[src/rtl/fmr_pkg.sv]
package fmr_pkg;
  localparam int ADDR_LSB = 2;
  localparam int IDX_W    = 2;
  localparam int NUM_REGS = 1 << IDX_W;
  localparam int NUM_RW   = NUM_REGS - 1;

  localparam logic [IDX_W-1:0] IDX_CTRL = 2'd0;
  localparam logic [IDX_W-1:0] IDX_OPA  = 2'd1;
  localparam logic [IDX_W-1:0] IDX_OPB  = 2'd2;
  localparam logic [IDX_W-1:0] IDX_PROD = 2'd3;

  localparam logic [1:0] RESP_OKAY = 2'b00;

  typedef enum logic [1:0] {
    WR_IDLE = 2'd0,
    WR_DATA = 2'd1,
    WR_RESP = 2'd2
  } wr_state_e;

  typedef enum logic {
    RD_IDLE = 1'b0,
    RD_DATA = 1'b1
  } rd_state_e;
endpackage

[src/rtl/fmr_rst_sync.sv]
module fmr_rst_sync #(
  parameter int STAGES = 2
) (
  input  logic clk,
  input  logic arst_n,
  output logic rst_n
);
  logic [STAGES-1:0] sync_q;

  always_ff @(posedge clk or negedge arst_n) begin
    if (!arst_n) sync_q <= '0;
    else         sync_q <= {sync_q[STAGES-2:0], 1'b1};
  end

  assign rst_n = sync_q[STAGES-1];
endmodule

[src/rtl/fmr_wr_fsm.sv]
module fmr_wr_fsm
  import fmr_pkg::*;
(
  input  logic             clk,
  input  logic             rst_n,
  input  logic [IDX_W-1:0] awidx,
  input  logic             awvalid,
  output logic             awready,
  input  logic             wvalid,
  output logic             wready,
  output logic             bvalid,
  input  logic             bready,
  output logic             wr_en,
  output logic [IDX_W-1:0] wr_idx
);
  wr_state_e        state_q, state_d;
  logic [IDX_W-1:0] idx_q;
  logic             aw_fire;

  always_comb begin
    state_d = state_q;
    case (state_q)
      WR_IDLE: if (awvalid) state_d = WR_DATA;
      WR_DATA: if (wvalid)  state_d = WR_RESP;
      WR_RESP: if (bready)  state_d = WR_IDLE;
      default:              state_d = WR_IDLE;
    endcase
  end

  always_ff @(posedge clk or negedge rst_n) begin
    if (!rst_n) state_q <= WR_IDLE;
    else        state_q <= state_d;
  end

  assign aw_fire = awvalid && awready;

  always_ff @(posedge clk or negedge rst_n) begin
    if (!rst_n)       idx_q <= '0;
    else if (aw_fire) idx_q <= awidx;
  end

  assign awready = (state_q == WR_IDLE);
  assign wready  = (state_q == WR_DATA);
  assign bvalid  = (state_q == WR_RESP);
  assign wr_en   = wvalid && wready;
  assign wr_idx  = idx_q;

  // response held until accepted
  a_r6_bvalid_hold: assert property (@(posedge clk) disable iff (!rst_n)
    bvalid && !bready |=> bvalid);
  // data phase only follows an accepted address or itself
  a_r6_w_after_aw: assert property (@(posedge clk) disable iff (!rst_n)
    $rose(wready) |-> $past(aw_fire));
  // a response only follows a data beat
  a_r6_b_after_w: assert property (@(posedge clk) disable iff (!rst_n)
    $rose(bvalid) |-> $past(wr_en));
  // accepted response returns the machine to idle
  a_r6_back_idle: assert property (@(posedge clk) disable iff (!rst_n)
    bvalid && bready |=> awready && !bvalid);
endmodule

[src/rtl/fmr_rd_fsm.sv]
module fmr_rd_fsm
  import fmr_pkg::*;
#(
  parameter int DATA_W = 32
) (
  input  logic                              clk,
  input  logic                              rst_n,
  input  logic [IDX_W-1:0]                  aridx,
  input  logic                              arvalid,
  output logic                              arready,
  output logic                              rvalid,
  input  logic                              rready,
  output logic [DATA_W-1:0]                 rdata,
  input  logic [NUM_REGS-1:0][DATA_W-1:0]   words
);
  rd_state_e         state_q, state_d;
  logic [DATA_W-1:0] rdata_q;
  logic              ar_fire;

  always_comb begin
    state_d = state_q;
    case (state_q)
      RD_IDLE: if (arvalid) state_d = RD_DATA;
      RD_DATA: if (rready)  state_d = RD_IDLE;
      default:              state_d = RD_IDLE;
    endcase
  end

  always_ff @(posedge clk or negedge rst_n) begin
    if (!rst_n) state_q <= RD_IDLE;
    else        state_q <= state_d;
  end

  assign ar_fire = arvalid && arready;

  always_ff @(posedge clk or negedge rst_n) begin
    if (!rst_n)       rdata_q <= '0;
    else if (ar_fire) rdata_q <= words[aridx];
  end

  assign arready = (state_q == RD_IDLE);
  assign rvalid  = (state_q == RD_DATA);
  assign rdata   = rdata_q;

  // data and valid held until accepted
  a_r7_rdata_hold: assert property (@(posedge clk) disable iff (!rst_n)
    rvalid && !rready |=> rvalid && $stable(rdata));
  // accepted data returns the machine to idle
  a_r7_back_idle: assert property (@(posedge clk) disable iff (!rst_n)
    rvalid && rready |=> arready && !rvalid);
  // valid only rises after an accepted address
  a_r7_valid_after_ar: assert property (@(posedge clk) disable iff (!rst_n)
    $rose(rvalid) |-> $past(ar_fire));
endmodule

[src/rtl/fmr_regfile.sv]
module fmr_regfile
  import fmr_pkg::*;
#(
  parameter int DATA_W = 32
) (
  input  logic                            clk,
  input  logic                            rst_n,
  input  logic                            wr_en,
  input  logic [IDX_W-1:0]                wr_idx,
  input  logic [DATA_W-1:0]               wdata,
  input  logic [DATA_W/8-1:0]             wstrb,
  output logic [NUM_RW-1:0][DATA_W-1:0]   regs
);
  localparam int LANES = DATA_W / 8;

  logic [NUM_RW-1:0][DATA_W-1:0] regs_q;

  for (genvar r = 0; r < NUM_RW; r++) begin : g_reg
    logic sel;
    assign sel = wr_en && (wr_idx == IDX_W'(r));
    for (genvar b = 0; b < LANES; b++) begin : g_lane
      logic lane_en;
      assign lane_en = sel && wstrb[b];
      always_ff @(posedge clk or negedge rst_n) begin
        if (!rst_n)       regs_q[r][8*b +: 8] <= '0;
        else if (lane_en) regs_q[r][8*b +: 8] <= wdata[8*b +: 8];
      end

      // a lane with a clear strobe keeps its value
      a_r3_lane_kept: assert property (@(posedge clk) disable iff (!rst_n)
        wr_en && !wstrb[b] |=> $stable(regs_q[r][8*b +: 8]));
    end
  end

  assign regs = regs_q;

  // writes aimed at the product index leave storage unchanged
  a_r4_prod_write_ignored: assert property (@(posedge clk) disable iff (!rst_n)
    wr_en && wr_idx == IDX_PROD |=> $stable(regs_q));
endmodule

[src/rtl/fmul_axil_regs.sv]
module fmul_axil_regs
  import fmr_pkg::*;
#(
  parameter int DATA_W = 32,
  parameter int STRB_W = DATA_W / 8
) (
  input  logic                        aclk,
  input  logic                        aresetn,
  input  logic [ADDR_LSB+IDX_W-1:ADDR_LSB] awaddr,
  input  logic                        awvalid,
  output logic                        awready,
  input  logic [DATA_W-1:0]           wdata,
  input  logic [STRB_W-1:0]           wstrb,
  input  logic                        wvalid,
  output logic                        wready,
  output logic [1:0]                  bresp,
  output logic                        bvalid,
  input  logic                        bready,
  input  logic [ADDR_LSB+IDX_W-1:ADDR_LSB] araddr,
  input  logic                        arvalid,
  output logic                        arready,
  output logic [DATA_W-1:0]           rdata,
  output logic [1:0]                  rresp,
  output logic                        rvalid,
  input  logic                        rready,
  input  logic [DATA_W-1:0]           prod_i,
  output logic [DATA_W-1:0]           opa_o,
  output logic [DATA_W-1:0]           opb_o,
  output logic                        go_o
);
  logic                            rst_n;
  logic                            wr_en;
  logic [IDX_W-1:0]                wr_idx;
  logic [NUM_RW-1:0][DATA_W-1:0]   regs;
  logic [NUM_REGS-1:0][DATA_W-1:0] words;

  fmr_rst_sync #(.STAGES(2)) u_rst (
    .clk    (aclk),
    .arst_n (aresetn),
    .rst_n  (rst_n)
  );

  fmr_wr_fsm u_wr (
    .clk     (aclk),
    .rst_n   (rst_n),
    .awidx   (awaddr),
    .awvalid (awvalid),
    .awready (awready),
    .wvalid  (wvalid),
    .wready  (wready),
    .bvalid  (bvalid),
    .bready  (bready),
    .wr_en   (wr_en),
    .wr_idx  (wr_idx)
  );

  fmr_regfile #(.DATA_W(DATA_W)) u_regs (
    .clk    (aclk),
    .rst_n  (rst_n),
    .wr_en  (wr_en),
    .wr_idx (wr_idx),
    .wdata  (wdata),
    .wstrb  (wstrb),
    .regs   (regs)
  );

  assign words[IDX_CTRL] = regs[IDX_CTRL];
  assign words[IDX_OPA]  = regs[IDX_OPA];
  assign words[IDX_OPB]  = regs[IDX_OPB];
  assign words[IDX_PROD] = prod_i;

  fmr_rd_fsm #(.DATA_W(DATA_W)) u_rd (
    .clk     (aclk),
    .rst_n   (rst_n),
    .aridx   (araddr),
    .arvalid (arvalid),
    .arready (arready),
    .rvalid  (rvalid),
    .rready  (rready),
    .rdata   (rdata),
    .words   (words)
  );

  assign bresp = RESP_OKAY;
  assign rresp = RESP_OKAY;
  assign opa_o = regs[IDX_OPA];
  assign opb_o = regs[IDX_OPB];
  assign go_o  = regs[IDX_CTRL][0];

  // address and data readiness never overlap
  a_r6_aw_w_exclusive: assert property (@(posedge aclk) disable iff (!rst_n)
    !(awready && wready));
  // address readiness never overlaps pending read data
  a_r7_ar_r_exclusive: assert property (@(posedge aclk) disable iff (!rst_n)
    !(arready && rvalid));
  // operand A port only moves on a data beat
  a_r5_opa_quiet: assert property (@(posedge aclk) disable iff (!rst_n)
    !wr_en |=> $stable(opa_o));
endmodule

[config.mk]
export PLATFORM = sky130hd
export DESIGN_NAME = fmul_axil_regs
export DESIGN_NICKNAME = d
export VERILOG_FILES = /design/src/rtl/fmr_pkg.sv /design/src/rtl/fmr_rst_sync.sv /design/src/rtl/fmr_wr_fsm.sv /design/src/rtl/fmr_rd_fsm.sv /design/src/rtl/fmr_regfile.sv /design/src/rtl/fmul_axil_regs.sv
export SDC_FILE = /design/constraint.sdc
export NUM_CORES = 1
export LEC_CHECK = 0
export CORE_ASPECT_RATIO = 0.9
export CORE_MARGIN = 2
export CORE_UTILIZATION = 42
export CTS_CLUSTER_SIZE = 25
export DETAILED_ROUTE_END_ITERATION = 8
export HOLD_SLACK_MARGIN = 0.06
export PLACE_DENSITY = 0.72
export SLEW_MARGIN = 20
export SYNTH_ARGS = -nofsm -noshare
export SYNTH_HDL_FRONTEND = slang
export SYNTH_SLANG_ARGS = --single-unit
[constraint.sdc]
create_clock -name aclk -period 4.7 [get_ports aclk]
set_clock_uncertainty 0.05 [all_clocks]
set_input_delay 1.175 -clock aclk [delete_from_list [all_inputs] [get_ports aclk]]
set_output_delay 1.175 -clock aclk [all_outputs]
set_load 0.05 [all_outputs]
# Yosys cells after proc, flatten, opt, wreduce, memory -nomap -nowiden
# Index checks and enable logic that the tools add are counted.
# op_classes
n_lt_le_gt_ge,1
n_reduce_logical,21
n_mux,9
bitwise_logic,1
n_eq_ne,7
# ops
op,n
32-bit binary-select mux with 2-bit select,1
32-bit two-way mux,1
1-bit logical AND,18
2-bit two-way mux,3
2-bit one-hot mux with 3 select lines,1
"2-bit by 1-bit equality test with 1-bit output, second input constant",2
"2-bit equality test, second input constant",2
2-bit logical NOT,2
"2-bit != test, second input constant",2
"2-bit by 3-bit less-than comparator with 1-bit output, second input constant",1
3-bit AND reduction,1
1-bit two-way mux,2
"2-bit by 1-bit != test with 1-bit output, second input constant",1
1-bit one-hot mux with 2 select lines,1
1-bit NOT,1
# word_totals
register_bits,135
word_cells,56
input_bits,79
output_inout_bits,106

# Longest topological paths before layout
# Gate-level depths: netlist (run 1).
# logic_depth
ltp_word,4
ltp_mapped,6
ltp_nobuf,3

# Modules after synthesis
# Synthesis (run 1) repeated with hierarchy kept, for this count alone.
# hier_totals
hier_cells,346
hier_area_um2,6195.9
# modules_own_cells
mod,seq_area_each_um2,cells_each,area_each_um2,instances
fmr_regfile,2402.3,211,3771.1,1
fmr_rd_fsm,825.8,111,2148.3,1
fmr_wr_fsm,100.1,16,188.9,1
fmr_rst_sync,50.0,3,53.8,1
fmul_axil_regs,0.0,5,33.8,1

# Worst setup path after synthesis (run 1)
# OpenSTA, ideal clock, no wires.
# synth_timing
kind,reg2out
startpoint,reg u_wr.state_q[1]
endpoint,out bvalid
path_slack_ps,2334
t_required_ps,3475
t_arrival_ps,1141
path_buffers,0
path_stages_with_launch,2
path_cell_list,dfrtp_1 > nor2b_1
# synth_between
elab_chain_cells,1
# synth_lines
element,line_no,source
from (decl),fmr_wr_fsm.sv:16,"wr_state_e state_q, state_d;"
from (signal assigned),fmr_wr_fsm.sv:32,else state_q <= state_d;
2-bit equality test,fmr_wr_fsm.sv:44,assign bvalid = (state_q == WR_RESP);
to (decl),fmul_axil_regs.sv:17,"output logic bvalid,"
# Every way passes these cells.

# Worst setup path after layout (run 1)
# layout_timing
startpoint,reg u_wr.state_q[1]
endpoint,out wready
# layout_between
elab_chain_cells,1
# layout_lines
element,line_no,source
2-bit by 1-bit equality test with 1-bit output,fmr_wr_fsm.sv:43,assign wready = (state_q == WR_DATA);
to (decl),fmul_axil_regs.sv:15,"output logic wready,"
# Every way passes these cells.

==> results of run 1 <==
[area by class of cell]
class	count	area share, %
tap	202	2.94
inverter	3	0.131
sequential	135	39.3
multi-input combinational	263	29.3
timing repair buffer	184	21.3
clock inverter	12	1.76
clock buffer	20	5.20
[metal layers]
| layer | GRT usage, % | up-vias | wire [um] |
|---|---|---|---|
| met5 | 0 | - | 0 |
| li1 | - | 1912 | - |
| met3 | 5.53 | 11 | 922 |
| met2 | 29.8 | 139 | 7090 |
| met4 | 5.01 | 0 | 127 |
| met1 | 24.9 | 2124 | 6820 |
[critical path: stages (launching register included)]
cell and delay, ps:
dfrtp_1 420, nand2b_1 390, inv_1 130, clkdlybuf4s50_1 840
[cells by family after synthesis]
logic type             count (synthesis)  share of synthesized area (%)
flip-flops                           135                           51.7
other                                  2                          0.115
AO/OA/AOI/OAI                         34                           4.44
multiplexers                         163                           28.7
buffers and inverters                 99                           10.1
AND/OR/NAND/NOR                       61                           5.07
[power by group through the flow]
| stage | combinational (mW) | clock (mW) | sequential [mW] |
|---|---|---|---|
| floorplan | 1.99 | 0 | 2.34 |
| global placement | 2.92 | 0 | 2.03 |
| detailed placement | 2.96 | 0 | 2.05 |
| CTS | 2.97 | 1.37 | 2.04 |
| global route | 3.08 | 1.42 | 2.10 |
| finish | 2.94 | 1.34 | 2.04 |
[metrics by stage]
| stage | hold slack, ps | cell area [um^2] | instances | setup WS [ps] |
|---|---|---|---|---|
| 2_1_floorplan | 281 | 6550 | 497 | 610 |
| 3_3_place_gp | 288 | 8000 | 787 | 1550 |
| 3_5_place_dp | 289 | 8000 | 787 | 1500 |
| 4_1_cts | 300 | 8600 | 819 | 1240 |
| 5_1_grt | 328 | 8600 | 819 | 1200 |
| 6_report | 294 | 8600 | 819 | 1290 |
[placed cells by master, fill, tap and decap left out]
cell             instances
nand3_2                  1
nand2b_2                 1
clkbuf_1                 2
buf_4                    5
dfrtp_4                  1
clkdlybuf4s50_1        179
or2_1                    1
nor3b_2                  1
mux2i_1                 65
dfrtp_1                134
o21ai_0                  2
nand2_1                 36
and3_1                   8
o221ai_1                32
clkinv_4                 2
clkinv_2                 4
and2_1                   2
clkbuf_16               17
bufinv_16                3
mux2_2                   7
mux2_4                  32
mux2_1                  59
inv_1                    3
nor2b_1                  2
clkbuf_8                 1
inv_6                    1
nor2_1                   2
conb_1                   5
clkinvlp_4               2
nor3_4                   4
nand2b_1                 3
[flip-flops by register name, indices dropped and copies added, names as in the netlist]
register	flops
u_rd.rdata	32
u_rd.rvalid	1
u_regs.regs	96
u_rst.sync_q	2
u_wr.state_q	2
u_wr.wr_idx	2
[path summary, 6_finish.rpt]
| kind | start | to | slack, ps | cells past startpoint |
|---|---|---|---|---|
| worst max-delay path | u_wr.state_q[1] | wready | 1290 | 3 |
| worst min-delay path | u_rst.sync_q[0] | u_rst.sync_q[1] | 290 | 0 |
| worst max register to register | u_wr.state_q[1] | u_regs.regs[49] | 2710 | 3 |
| worst min register to register | u_rst.sync_q[0] | u_rst.sync_q[1] | 290 | 0 |
| max in group asynchronous | u_rst.sync_q[1] | u_regs.regs[6] | 3550 | 1 |
| min in group asynchronous | u_rst.sync_q[1] | u_wr.wr_idx[1] | 450 | 1 |
==> flow_summary.toml, run 1 <==
[sta]
finalSetupViolations = 0
fin_setup_tns_ps = 0
tightest_slew_ps = 1120
fmax_mhz = 293
drv_slew = 0
hold_violations = 0
rsz0062_at_grt = "no"
period_share_pct = 72.5
fin_crit_ps = 3410
relSlewSlack_pct = 25.4

[place]
hpwl_um = 10300
place_congestion = 0.745
port_buffers = 180

[pwr]
seqPwrFrac_pct = 32.2
p_int_mw = 3.64
p_leak_nw = 3.87
p_clk_share_pct = 21.3
power_density_nw_per_um2 = 736
irDropWorstVdd_mv = 0.407
p_total_mw = 6.32
switching_share_pct = 42.4
switching_power_mw = 2.68
comb_power_share_pct = 46.5

[yosys]
syn_inst = 494
ys.flop_type = "dfrtp_1"
synth_area_leader_cell = "dfrtp_1"
ys_ff_latch = 135
yosysMostFrequentCell = "dfrtp_1"
yosysTopAreaCellShare_pct = 51.7
yosysWarnings = 0
synth.distinct_cells = 23
synth.avg_cell_area_um2 = 13.2
seq_area_frac_synth_pct = 51.7
synthArstFlopShare_pct = 100
synth.cells.most_frequent = "dfrtp_1, buf_4, mux2i_1"
synth.cell_area_um2 = 6540
ys_top_cells_by_area = "dfrtp_1, mux2_1, mux2i_1"
synth_edf_count = 0

[status]
run_status = "complete, no violations"

[finish]
num_antenna_cells = 0
fill_cells = 1259
final_util_pct = 56.1
drive_gt1_share_pct = 13.3
syn_to_final_growth_pct = 31.4
multi_input_area_um2 = 2520
nNetsFinal = 683
seq_area_um2 = 3380

[die]
die-area_um2 = 16600
rows = 43
die_w_um = 136
start_util_pct = 42.7
dieHeight_um = 122
core_area_um2 = 15300
ios = 185

[clock_tree]
clk_path_buf_depth = 2
cts_setup_buffers = 0
clock_sinks = 135
h-tree-depth = 4
cts_tree = "yes"
cts_root_buffer = "clkbuf_16"
clk_pin_slew_ps = 60
holdBufCountCts = 0
clkLatencyLatePin_ps = 410
cts_resized = 0
numCtsBuffers = 17

[routing]
viasPerCell = 5.11
ant_nets = 0
drtIter0Drc = 135
wl_per_cell_um = 18.3
dr.pass1.iters = 4
vias = 4186
drt_drc_violations_left = 0
wirelength_um = 15000

[grt]
grt_max_degree = 69
grtUsageTotal_pct = 18.6
grt_pass1_wl_um = 23800
grt.overflow.total = 0
antenna_found_initial = 0
grt_pass1_vias = 4383

[critical_path]
end_kind = "output pin"
worstPathRequired_ps = 3470
startpoint_type = "flip-flop"
critPathMaxFanout = 6
cp.arrival_ps = 2180
path_class = "reg2out"

[flow_run]
drv_cap = 0

[hold_path]
hp-class = "reg2reg"
(Power assumes the default switching activity.)
==> run 2: changes to the inputs <==
Clock period 4.7 ns to 3.3 ns, I/O delays scaled along.
==> run 2 against run 1 <==
  * Combinational power grew 43%
  * Largest power group unchanged
  * Critical path depth stayed put
  * Largest cell class unchanged
  * Sequential power grew 42%
  * Routed wire length up 0.86%
  * Die area is the same
  * Via count rose by 0.74%
  * First-iteration DRC count grew 41%
  * Utilization is 0.78 points higher
==> flow_summary.toml, run 2 (same netlist as run 1, synthesis figures left out) <==
[pwr]
irDropWorstVdd_mv = 0.691
switching_share_pct = 41.5
switching_power_mw = 3.77
p_total_mw = 9.09
power_density_nw_per_um2 = 1040
p_leak_nw = 3.93
p_int_mw = 5.32
p_clk_share_pct = 21.9
seqPwrFrac_pct = 31.8
comb_power_share_pct = 46.3

[finish]
fin_cells = 826
fill_cells = 1220
final_util_pct = 56.8
final_common_cell = "clkdlybuf4s50_1"
nNetsFinal = 690
largest_reg_flops = 96
syn_to_final_growth_pct = 33.3
num_antenna_cells = 0
final_area_um2 = 8710
final_cell_mix = "clkdlybuf4s50_1, dfrtp_1, mux2i_1, mux2_1, nand2_1"
drive_gt1_share_pct = 14.3

[hold_path]
hp-class = "reg2reg"
min_from = "u_rst.sync_q[0]"
hold_path_end = "u_rst.sync_q[1]"
worstHoldPathCells = 0

[routing]
viasPerCell = 5.11
ant_nets = 0
dr.pass1.iters = 6
drt_drc_violations_left = 0
wirelength_um = 15100
wl_per_cell_um = 18.3
drtIter0Drc = 191
vias = 4217

[clock_tree]
clock_sinks = 135
clk_pin_slew_ps = 50
clk_path_buf_depth = 2
cts_tree = "yes"
cts_resized = 0
clkLatencyLatePin_ps = 410
numCtsBuffers = 17
cts_root_buffer = "clkbuf_16"
holdBufCountCts = 0
cts_setup_buffers = 0
h-tree-depth = 4

[place]
dp.cells = 794
place_area_um2 = 8080
dp_slack_ps = 517
hpwl_um = 10400
place_congestion = 0.770
port_buffers = 180

[sta]
tightest_slew_ps = 802
drv_slew = 0
timing.final.ws_setup_ps = 262
fmax_mhz = 329
period_share_pct = 92.1
relSlewSlack_pct = 46.5
fin_crit_ps = 3040
worst_hold_slack_ps = 303
finalSetupViolations = 0
fin_setup_tns_ps = 0
hold_violations = 0
rsz0062_at_grt = "no"

[status]
run_status = "complete, no violations"

[grt]
grt_max_degree = 61
use_met2_pct = 30.5
top_usage_layer = "met2"
antenna_found_initial = 0
grt_pass1_wl_um = 23900
use_met1_pct = 24.8
grt_pass1_vias = 4454
grt.overflow.total = 0
grtUsageMet3_pct = 5.78
grtUsageTotal_pct = 19.0

[critical_path]
rrSetupSlack_ps = 1380
critPathMaxFanout = 6
reg2reg_depth = 3
rr_startpoint = "u_wr.wr_idx[0]"
timing.rr.end = "u_regs.regs[67]"
end_kind = "output pin"
startpoint_type = "flip-flop"
cp.arrival_ps = 2160
worstPathRequired_ps = 2420
path_class = "reg2out"

[die]
core_area_um2 = 15300
die-area_um2 = 16600
dieHeight_um = 122
start_util_pct = 42.7
die_w_um = 136
ios = 185
rows = 43

[flow_run]
drv_cap = 0
## run 2: changes by cell type in the layout (fill, tap and decap cells not counted)
cell / before / now
buf_4: 5 / 10
clkinv_4: 2 / 0
clkbuf_8: 1 / 7
buf_12: 0 / 2
clkinv_2: 4 / 1
inv_6: 1 / 0
## run 2: power groups by stage
| stage | registers (mW) | clock network, mW | logic, mW |
|---|---|---|---|
| 2_1_floorplan | 3.33 | 0 | 2.84 |
| 3_3_place_gp | 2.87 | 0 | 4.18 |
| 3_5_place_dp | 2.91 | 0 | 4.23 |
| 4_1_cts | 2.89 | 2.03 | 4.25 |
| 5_1_grt | 2.99 | 2.11 | 4.41 |
| 6_report | 2.89 | 1.99 | 4.21 |
## run 2: how the worst max path moves through the flow
stage	startpoint	end	slack [ps]
floorplan	u_rst.sync_q[1]	u_rd.rdata[0]	1010
global placement	wvalid	u_regs.regs[4]	560
detailed placement	wvalid	u_regs.regs[4]	520
CTS	u_wr.state_q[1]	wready	240
global route	u_wr.state_q[1]	wready	150
finish	u_wr.state_q[1]	wready	260
## run 2: critical path, stage by stage, from the launching register on
cell	delay, ps
dfrtp_1	410
nand2b_1	400
inv_1	130
clkdlybuf4s50_1	810
## run 2: layout make-up
class | count | area, um^2 | share of cell area, %
clock inverter | 6 | 110 | 1.26
inverter | 3 | 11.3 | 0.129
sequential | 135 | 3380 | 38.8
multi-input combinational | 263 | 2520 | 28.9
clock buffer | 26 | 529 | 6.07
tap | 202 | 253 | 2.90
timing repair buffer | 191 | 1910 | 21.9
## run 2: per-layer routing
metal	vias to the layer above	share of wire [%]
met5	-	0
met4	0	1.1
li1	1918	-
met2	134	48
met1	2152	45
met3	13	5.9
